===== src/rtl/rowcopy_pkg.sv =====
package rowcopy_pkg;

    typedef enum logic [1:0] {
        OP_READ  = 2'b00,
        OP_WRITE = 2'b01,
        OP_COPY  = 2'b10,
        OP_NONE  = 2'b11
    } op_e;

    typedef enum logic [3:0] {
        S_IDLE,
        S_RD_ACT,
        S_RD_WB,
        S_WR_ACT,
        S_WR_WB,
        S_CP_SRC_ACT,
        S_CP_SRC_WB,
        S_CP_DST_ACT,
        S_CP_DST_WB
    } state_e;

    function automatic logic is_act(state_e s);
        return (s == S_RD_ACT) || (s == S_WR_ACT) ||
               (s == S_CP_SRC_ACT) || (s == S_CP_DST_ACT);
    endfunction

    function automatic logic is_wb(state_e s);
        return (s == S_RD_WB) || (s == S_WR_WB) ||
               (s == S_CP_SRC_WB) || (s == S_CP_DST_WB);
    endfunction

endpackage


===== src/rtl/rc_bank.sv =====
module rc_bank #(
    parameter int ROWS = 16,
    parameter int COLS = 32,
    localparam int ROW_W = $clog2(ROWS)
) (
    input  logic             clk,
    input  logic             rst,
    input  logic [ROW_W-1:0] act_row,
    output logic [COLS-1:0]  act_data,
    input  logic             wr_en,
    input  logic [ROW_W-1:0] wr_row,
    input  logic [COLS-1:0]  wr_data
);
    logic [COLS-1:0] cells [ROWS];

    for (genvar r = 0; r < ROWS; r++) begin : g_row
        always_ff @(posedge clk) begin
            if (rst)
                cells[r] <= '0;
            else if (wr_en && (wr_row == ROW_W'(r)))
                cells[r] <= wr_data;
        end
    end

    assign act_data = cells[act_row];
endmodule


===== src/rtl/rc_sense.sv =====
module rc_sense #(
    parameter int COLS = 32
) (
    input  logic            clk,
    input  logic            rst,
    input  logic            ld_latch,
    input  logic            ld_buf,
    input  logic [COLS-1:0] row_in,
    output logic [COLS-1:0] latch_q,
    output logic [COLS-1:0] rowbuf_q
);
    always_ff @(posedge clk) begin
        if (rst) begin
            latch_q  <= '0;
            rowbuf_q <= '0;
        end else begin
            if (ld_latch) latch_q  <= row_in;
            if (ld_buf)   rowbuf_q <= row_in;
        end
    end
endmodule


===== src/rtl/rc_wb_mux.sv =====
module rc_wb_mux #(
    parameter int COLS = 32,
    localparam int COL_W = $clog2(COLS)
) (
    input  logic [COLS-1:0]  latch_q,
    input  logic [COLS-1:0]  rowbuf_q,
    input  logic             ws,
    input  logic             patch_en,
    input  logic [COL_W-1:0] patch_col,
    input  logic             patch_bit,
    output logic [COLS-1:0]  wb_data
);
    for (genvar c = 0; c < COLS; c++) begin : g_bit
        always_comb begin
            if (ws)
                wb_data[c] = rowbuf_q[c];
            else if (patch_en && (patch_col == COL_W'(c)))
                wb_data[c] = patch_bit;
            else
                wb_data[c] = latch_q[c];
        end
    end
endmodule


===== src/rtl/rc_fsm.sv =====
module rc_fsm
    import rowcopy_pkg::*;
#(
    parameter int ROWS = 16,
    parameter int COLS = 32,
    localparam int ROW_W = $clog2(ROWS),
    localparam int COL_W = $clog2(COLS)
) (
    input  logic             clk,
    input  logic             rst,
    input  logic             cmd_valid,
    input  logic [1:0]       cmd_op,
    input  logic [ROW_W-1:0] cmd_row,
    input  logic [ROW_W-1:0] cmd_dst_row,
    input  logic [COL_W-1:0] cmd_col,
    input  logic             cmd_wbit,
    output state_e           state_q,
    output logic [ROW_W-1:0] act_row,
    output logic [ROW_W-1:0] wr_row,
    output logic             ld_latch,
    output logic             ld_buf,
    output logic             wr_en,
    output logic             ws,
    output logic             patch_en,
    output logic [COL_W-1:0] col_q,
    output logic             wbit_q,
    output logic             rd_fire,
    output logic             busy,
    output logic             done,
    output logic             err
);
    logic [ROW_W-1:0] row_q, dst_q;
    state_e           state_d;
    op_e              op_in;

    assign op_in = op_e'(cmd_op);

    always_comb begin
        state_d = state_q;
        case (state_q)
            S_IDLE: begin
                if (cmd_valid) begin
                    case (op_in)
                        OP_READ:  state_d = S_RD_ACT;
                        OP_WRITE: state_d = S_WR_ACT;
                        OP_COPY:  state_d = (cmd_row == cmd_dst_row) ? S_IDLE : S_CP_SRC_ACT;
                        default:  state_d = S_IDLE;
                    endcase
                end
            end
            S_RD_ACT:     state_d = S_RD_WB;
            S_WR_ACT:     state_d = S_WR_WB;
            S_CP_SRC_ACT: state_d = S_CP_SRC_WB;
            S_CP_SRC_WB:  state_d = S_CP_DST_ACT;
            S_CP_DST_ACT: state_d = S_CP_DST_WB;
            default:      state_d = S_IDLE;
        endcase
    end

    always_ff @(posedge clk) begin
        if (rst) begin
            state_q <= S_IDLE;
            row_q   <= '0;
            dst_q   <= '0;
            col_q   <= '0;
            wbit_q  <= 1'b0;
            done    <= 1'b0;
            err     <= 1'b0;
        end else begin
            state_q <= state_d;
            done    <= (state_q == S_CP_DST_WB);
            err     <= (state_q == S_IDLE) && cmd_valid && (op_in == OP_COPY) &&
                       (cmd_row == cmd_dst_row);
            if (state_q == S_IDLE && cmd_valid) begin
                row_q  <= cmd_row;
                dst_q  <= cmd_dst_row;
                col_q  <= cmd_col;
                wbit_q <= cmd_wbit;
            end
        end
    end

    assign act_row  = (state_q == S_CP_DST_ACT) ? dst_q : row_q;
    assign wr_row   = (state_q == S_CP_DST_WB)  ? dst_q : row_q;
    assign ld_latch = is_act(state_q);
    assign ld_buf   = (state_q == S_CP_SRC_ACT);
    assign wr_en    = is_wb(state_q);
    assign ws       = (state_q == S_CP_DST_WB);
    assign patch_en = (state_q == S_WR_WB);
    assign rd_fire  = (state_q == S_RD_WB);
    assign busy     = (state_q != S_IDLE);
endmodule


===== src/rtl/rowcopy_ctrl.sv =====
module rowcopy_ctrl
    import rowcopy_pkg::*;
#(
    parameter int ROWS = 16,
    parameter int COLS = 32,
    localparam int ROW_W = $clog2(ROWS),
    localparam int COL_W = $clog2(COLS)
) (
    input  logic             clk,
    input  logic             rst,
    input  logic             cmd_valid,
    input  logic [1:0]       cmd_op,
    input  logic [ROW_W-1:0] cmd_row,
    input  logic [ROW_W-1:0] cmd_dst_row,
    input  logic [COL_W-1:0] cmd_col,
    input  logic             cmd_wbit,
    output logic             busy,
    output logic             done,
    output logic             err,
    output logic             rd_valid,
    output logic             rd_data
);
    state_e           state_q;
    logic [ROW_W-1:0] act_row, wr_row;
    logic             ld_latch, ld_buf, wr_en, ws, patch_en, wbit_q, rd_fire;
    logic [COL_W-1:0] col_q;
    logic [COLS-1:0]  act_data, latch_q, rowbuf_q, wb_data;

    rc_fsm #(.ROWS(ROWS), .COLS(COLS)) u_fsm (
        .clk, .rst, .cmd_valid, .cmd_op, .cmd_row, .cmd_dst_row, .cmd_col, .cmd_wbit,
        .state_q, .act_row, .wr_row, .ld_latch, .ld_buf, .wr_en, .ws, .patch_en,
        .col_q, .wbit_q, .rd_fire, .busy, .done, .err
    );

    rc_bank #(.ROWS(ROWS), .COLS(COLS)) u_bank (
        .clk, .rst, .act_row, .act_data, .wr_en, .wr_row, .wr_data(wb_data)
    );

    rc_sense #(.COLS(COLS)) u_sense (
        .clk, .rst, .ld_latch, .ld_buf, .row_in(act_data), .latch_q, .rowbuf_q
    );

    rc_wb_mux #(.COLS(COLS)) u_mux (
        .latch_q, .rowbuf_q, .ws, .patch_en, .patch_col(col_q), .patch_bit(wbit_q),
        .wb_data
    );

    always_ff @(posedge clk) begin
        if (rst) begin
            rd_valid <= 1'b0;
            rd_data  <= 1'b0;
        end else begin
            rd_valid <= rd_fire;
            if (rd_fire) rd_data <= latch_q[col_q];
        end
    end
endmodule


===== config.mk =====
export PLATFORM = sky130hd
export DESIGN_NAME = rowcopy_ctrl
export DESIGN_NICKNAME = d
export VERILOG_FILES = /design/src/rtl/rowcopy_pkg.sv /design/src/rtl/rc_bank.sv /design/src/rtl/rc_sense.sv /design/src/rtl/rc_wb_mux.sv /design/src/rtl/rc_fsm.sv /design/src/rtl/rowcopy_ctrl.sv
export SDC_FILE = /design/constraint.sdc
export NUM_CORES = 1
export LEC_CHECK = 0
export ABC_AREA = 1
export CAP_MARGIN = 20
export CORE_MARGIN = 10
export CORE_UTILIZATION = 55
export DETAILED_ROUTE_END_ITERATION = 8
export PLACE_DENSITY_LB_ADDON = 0.25
export SYNTH_ARGS = -nofsm -noshare
export SYNTH_HDL_FRONTEND = slang
export SYNTH_SLANG_ARGS = --single-unit

===== constraint.sdc =====
create_clock -name clk -period 6.7 [get_ports clk]
set_input_delay 0.67 -clock clk [delete_from_list [all_inputs] [get_ports clk]]
set_output_delay 0.67 -clock clk [all_outputs]
set_load 0.02 [all_outputs]

==> After elaboration in Yosys (flattened, before gate mapping) <==
Memories as Yosys holds them, arrays and structs flattened.
Cells that the tools add are included.
{ "op_classes": {"order_cmp": 1, "eq_ne": 58, "muxes": 138, "bitwise": 16, "reduce_logical": 62} }
{ "ops": {"columns": ["op", "count"], "rows": [
  ["32-bit two-way mux", 16],
  ["1-bit two-way mux", 115],
  ["5-bit == test, second input constant", 16],
  ["1-bit logical AND", 51],
  ["5-bit by 4-bit == test with 1-bit output, second input constant", 8],
  ["4-bit == test, second input constant", 9],
  ["4-bit by 3-bit == test with 1-bit output, second input constant", 8],
  ["4-bit case mux with 6 select lines", 1],
  ["5-bit by 3-bit == test with 1-bit output, second input constant", 4],
  ["4-bit by 2-bit == test with 1-bit output, second input constant", 4],
  ["1-bit bitwise OR", 16],
  ["4-bit two-way mux", 3],
  ["4-bit case mux with 3 select lines", 1],
  ["5-bit by 2-bit == test with 1-bit output, second input constant", 2],
  ["4-bit by 1-bit == test with 1-bit output, second input constant", 2],
  ["4-bit zero test", 2],
  ["1-bit logical OR", 6],
  ["5-bit by 6-bit < comparator with 1-bit output, second input constant", 1],
  ["1-bit binary-select mux with 5-bit select", 1],
  ["5-bit by 1-bit == test with 1-bit output, second input constant", 1],
  ["5-bit zero test", 1],
  ["4-bit == test", 1],
  ["4-bit nonzero test", 1],
  ["3-bit two-way mux", 1],
  ["4 further kinds", 4]
]} }
{ "totals": {"reg_bits": 86, "mem_bits_rw": 512, "in_bits": 19, "out_inout_bits": 5, "wordCells": 287, "mem_count": 1} }
{ "mem_list": {"columns": ["memory", "depth", "word_bits", "read_ports", "rd_clocked_by_memory_dff", "write_ports", "line", "source"], "rows": [
  ["u_bank.cells", 16, 32, 1, 0, 16, "rc_bank.sv:14", "logic [COLS-1:0] cells [ROWS];"]
]} }

==> Depth between registers and ports, before layout <==
{ "depth": {"depth_word": 9, "mapped_depth": 15, "mapped_depth_nobuf": 12} }

==> Cells and area by module <==
Synthesis repeated with hierarchy kept, for this count alone.
{ "unflattened": {"hier_cells": 3636, "area_unflattened_um2": 29737.3} }
{ "modules_own_cells": {"columns": ["mod", "n_inst", "cells_each", "area_each_um2", "seq_area_each_um2"], "rows": [
  ["rc_bank", 1, 2749, 24473.5, 15374.7],
  ["rc_sense", 1, 373, 2568.7, 1281.2],
  ["rc_wb_mux", 1, 279, 1178.6, 0.0],
  ["rc_fsm", 1, 154, 1042.2, 400.4],
  ["rowcopy_ctrl", 1, 81, 474.2, 40.0]
]} }

==> Worst setup path before layout <==
Ideal clock, no wire load.
{ "synth_timing": {"kind": "register -> register", "start": "reg u_fsm.state_q[0]", "end": "mem u_bank.cells[12][0] (enable)", "setup_ns": 0.466, "t_arrival_ns": 3.747, "required_time_ns": 6.234, "path_slack_ns": 2.488, "stages_incl_launch_ff": 10, "n_path_buf": 0, "period_less_slack_ns": 4.212, "cell_sequence": "dfxtp_1 nor2_1 inv_2 nor3_4 inv_4 o21ai_4 inv_2 nor2_4 inv_1 o21ai_0"} }
{ "synth_lines": {"columns": ["element", "line", "source"], "rows": [
  ["from (decl)", "rc_fsm.sv:17", "output state_e state_q,"],
  ["from (signal assigned)", "rc_fsm.sv:70", "state_q <= state_d;"],
  ["to (decl)", "rc_bank.sv:14", null]
]} }

==> Worst setup path after layout <==
{ "layout_timing": {"start": "reg u_fsm.state_q[2]", "end": "reg u_sense.latch_q[1]"} }
{ "layout_between": {"elab_chain_len": 4, "word_cells_on_any_way": 9, "classes_between": "4 x eq/ne; 1 x mux; 3 x reduce/logical; 1 x memory"} }
{ "layout_rtl": {"columns": ["element", "line", "source"], "rows": [
  ["parallel branches: the longest is 4 deep, another holds memory read 16 x 32 bit", null, null],
  ["to (signal assigned)", "rc_sense.sv:17", "if (ld_latch) latch_q <= row_in;"],
  ["to (decl)", "rc_sense.sv:9", "output logic [COLS-1:0] latch_q,"]
]} }
Several ways; the timed one is not identified.
A chain may end at the register's enable or synchronous reset.

==> results.md <==
- Status: finished clean
- Avg Cell Area, Syn: 8.536 um^2
- Antenna Nets Post-Route: 0
- Nature of the critical path startpoint: flop
- Die width: 254.9 um
- Worst path top cell family by delay: simple AND/OR/NAND/NOR gates
- CTS sink count: 598
- Vias in the first global route: 22950
- Synthesized cell area: 30350 um^2
- Slew headroom: 21.99%
- Fillers: 4719
- Vias: 24030
- Count of pins over their slew limit: 0
- Area Overhead vs Synth: 8.589%
- Largest net degree at the start of global routing: 129
- Slowest-stage cell, CP: buf_4
- Worst-skew pair later-pin latency: 0.60 ns
- I/O pin cnt: 24
- Port Buffer Count: 23
- Rows: 86
- FF+latch count, synth: 598
- Clock slew seen by the registers of the worst setup and hold paths: 0.06 ns
- Share of cells above drive strength 1: 7.404%
- Initial antenna violation count: 0
- Yosys Warn Count: 0
- Pre-CTS worst setup slack: 2.998 ns
- Worst setup margin: 2.855 ns
- WP data arrival: 4.36 ns
- Post-CTS setup buffers: 0
- DIE AREA: 64970 um^2
- Syn_nets: 3574
- # resized after CTS: 0
- Drt via density: 5.718
- Asr flop ratio synth: 0%
- Global-route congestion overflow total: 0
- Crit path kind: reg -> reg
- # hold bufs at CTS: 0
- DIE HEIGHT: 254.9 um
- Gr usage total: 28.00%
- VDD IR max: 0.2176 mV
- Final Hold Fails: 0
- RSZ-0062 raised after global routing: false
- Setup TNS Final: 0 ns
- Clk buf depth: 3
- Dpl hpwl: 49.89 mm
- Clock Skews: 0.02025 ns
- Ys flop type: edfxtp_1
- Initial DRT Pass Iterations: 6
- Cts bufs inserted: 66
- Cell count after synthesis: 3555
- Ant. Diodes: 0
- CTS tree: done
- CP max FO: 43
- Core footprint: 54880 um^2
- Routed len/inst: 21.63 um
- Post-synth EDFFs: 512
- Sequential fraction of the synthesis area: 56.34%
- Crit share post-route: 57.38%
- Count of final setup violators: 0
- Max incr delay on CP: 0.68 ns
- DRC marker count from the first detailed-route iteration: 3152
- Worst slew pin tran: 1.170 ns
- Worst EP required: 7.21 ns
- P_leak: 13.45 nW
- Fin nets: 3465
- Max Cap Viol: 0
- Worst path bufs/invs: 5
- Initial Utilization: 55.30%
- Hold Crit Class: in -> reg
- CTS root buf: clkbuf_16
- CP endpoint kind: flop
- Worst-path cell chain: inv_1 > nor2_1 > nand2_1 > nand2_1 > o21ai_4 > buf_4 > inv_2 > buf_4 > nand3_1 > nand3_1 > nand3_1 > nand2_1 > inv_1
- Cell area power density: 285.1 nW/um^2
- Unique masters post-synth: 39
- Htree depth: 3
- WL final: 90.88 mm
- DRC errors left: 0
- Minimum clock period: 3.845 ns
- First-pass GRT wire length: 137.0 mm
- Fmax: 260.1 MHz
- Final GP Congestion: 0.8926
-- worst reg2reg max path: stages, from the launching register on --
cell	delay (ns)
dfxtp_1	0.42
inv_1	0.06
nor2_1	0.28
nand2_1	0.46
nand2_1	0.25
o21ai_4	0.07
buf_4	0.28
inv_2	0.55
buf_4	0.69
nand3_1	0.18
nand3_1	0.26
nand3_1	0.13
nand2_1	0.10
inv_1	0.04
-- state kept, by name, summed over array words and instances, names as in the netlist --
| name | cells |
|---|---|
| u_fsm.done | 1 |
| u_bank.cells | 512 |
| rd_data | 1 |
| u_fsm.row_q | 4 |
| u_fsm.dst_q | 4 |
| u_fsm.wbit_q | 1 |
| u_sense.rowbuf_q | 32 |
| rd_valid | 1 |
| u_fsm.state_q | 4 |
| u_fsm.col_q | 5 |
| u_sense.latch_q | 32 |
| u_fsm.err | 1 |
-- per-layer routing --
| metal | GRT usage, % | up-vias | routed length (um) |
|---|---|---|---|
| li1 | - | 11080 | - |
| met1 | 36.54 | 11290 | 35130 |
| met2 | 45.49 | 1419 | 42780 |
| met3 | 5.046 | 238 | 9457 |
| met4 | 11.73 | 0 | 3504 |
| met5 | 0 | - | 0 |
-- power breakdown --
part | switching, mW | internal [mW] | leakage (nW) | total [mW]
Combinational | 1.13 | 0.358 | 6.40 | 1.49
Sequential | 0.0623 | 4.20 | 5.99 | 4.26
Clock | 1.49 | 2.15 | 1.05 | 3.64
Total | 2.69 | 6.70 | 13.4 | 9.39
-- synth_stat cells, types with 4 or more instances --
cell type,number,area (um^2)
nor2_4,9,101.4
nor2_1,541,2031
buf_2,122,610.6
o22ai_1,20,125.1
nand3_2,8,80.08
buf_4,19,142.6
o21ai_0,80,400.4
nand2_1,476,1787
buf_1,6,22.52
dfxtp_1,86,1722
inv_1,704,2643
buf_6,25,281.5
nand3_4,8,140.1
o311ai_0,8,70.07
inv_2,10,37.54
nand3_1,681,3408
nor3_1,17,85.08
a31oi_2,5,62.56
xor2_1,4,35.03
a21oi_1,75,375.4
nor2_2,37,231.5
clkbuf_1,71,266.5
edfxtp_1,512,15370
a22oi_1,4,30.03
-- path summary, 6_finish.rpt --
path / depth (start not counted) / start / end / slack (ns)
worst max-delay path: 13 / u_fsm.state_q[2] / u_sense.latch_q[1] / 2.86
worst min-delay path: 2 / rst / u_fsm.state_q[3] / 0.46
worst max register to register: 13 / u_fsm.state_q[2] / u_sense.latch_q[1] / 2.86
worst min register to register: 2 / u_fsm.col_q[3] / u_fsm.col_q[3] / 0.51
-- final cells by class --
cell class,count,area (um^2),area share [%]
flip-flops and latches,598,17100,51.88
multi-input cells,1997,9439,28.65
inverters,717,2694,8.175
clock buffers,98,1958,5.942
well taps,704,880.8,2.673
repair buffers,66,688.2,2.088
clock inverters,22,195.2,0.5923
-- layout by cell type, fill, tap and decap left out, types with 15 or more instances in the layout --
cell type,n
inv_1,701
nand3_1,679
nor2_1,539
edfxtp_1,512
nand2_1,464
dfxtp_1,86
a21oi_1,75
o21ai_0,71
clkbuf_16,71
nor2_2,38
buf_4,31
clkdlybuf4s50_1,22
o22ai_1,20
clkbuf_1,19
nor3_1,17
o21ai_4,15
-- through the flow --
step                      hold WS (ns)  cells  util [%]  power, mW  area (um^2)
after floorplan                 0.4442   3555         -      5.316        30350
after global placement          0.4811   4073     55.81      5.766        30630
after detailed placement        0.4877   4076     55.93      5.785        30700
after CTS                       0.4313   4196     59.86      9.372        32850
after global routing            0.4749   4202     60.05      9.692        32950
final                           0.4640   4202     60.05      9.394        32950
-- logic make-up after synthesis --
| kind of cell | count (synthesis) | share of synthesized area (%) |
|---|---|---|
| flops | 598 | 56.34 |
| xor+xnor | 4 | 0.1154 |
| compound gates | 207 | 4.028 |
| buf+inv | 960 | 13.24 |
| simple gates | 1786 | 26.28 |
(Power assumes the default switching activity.)
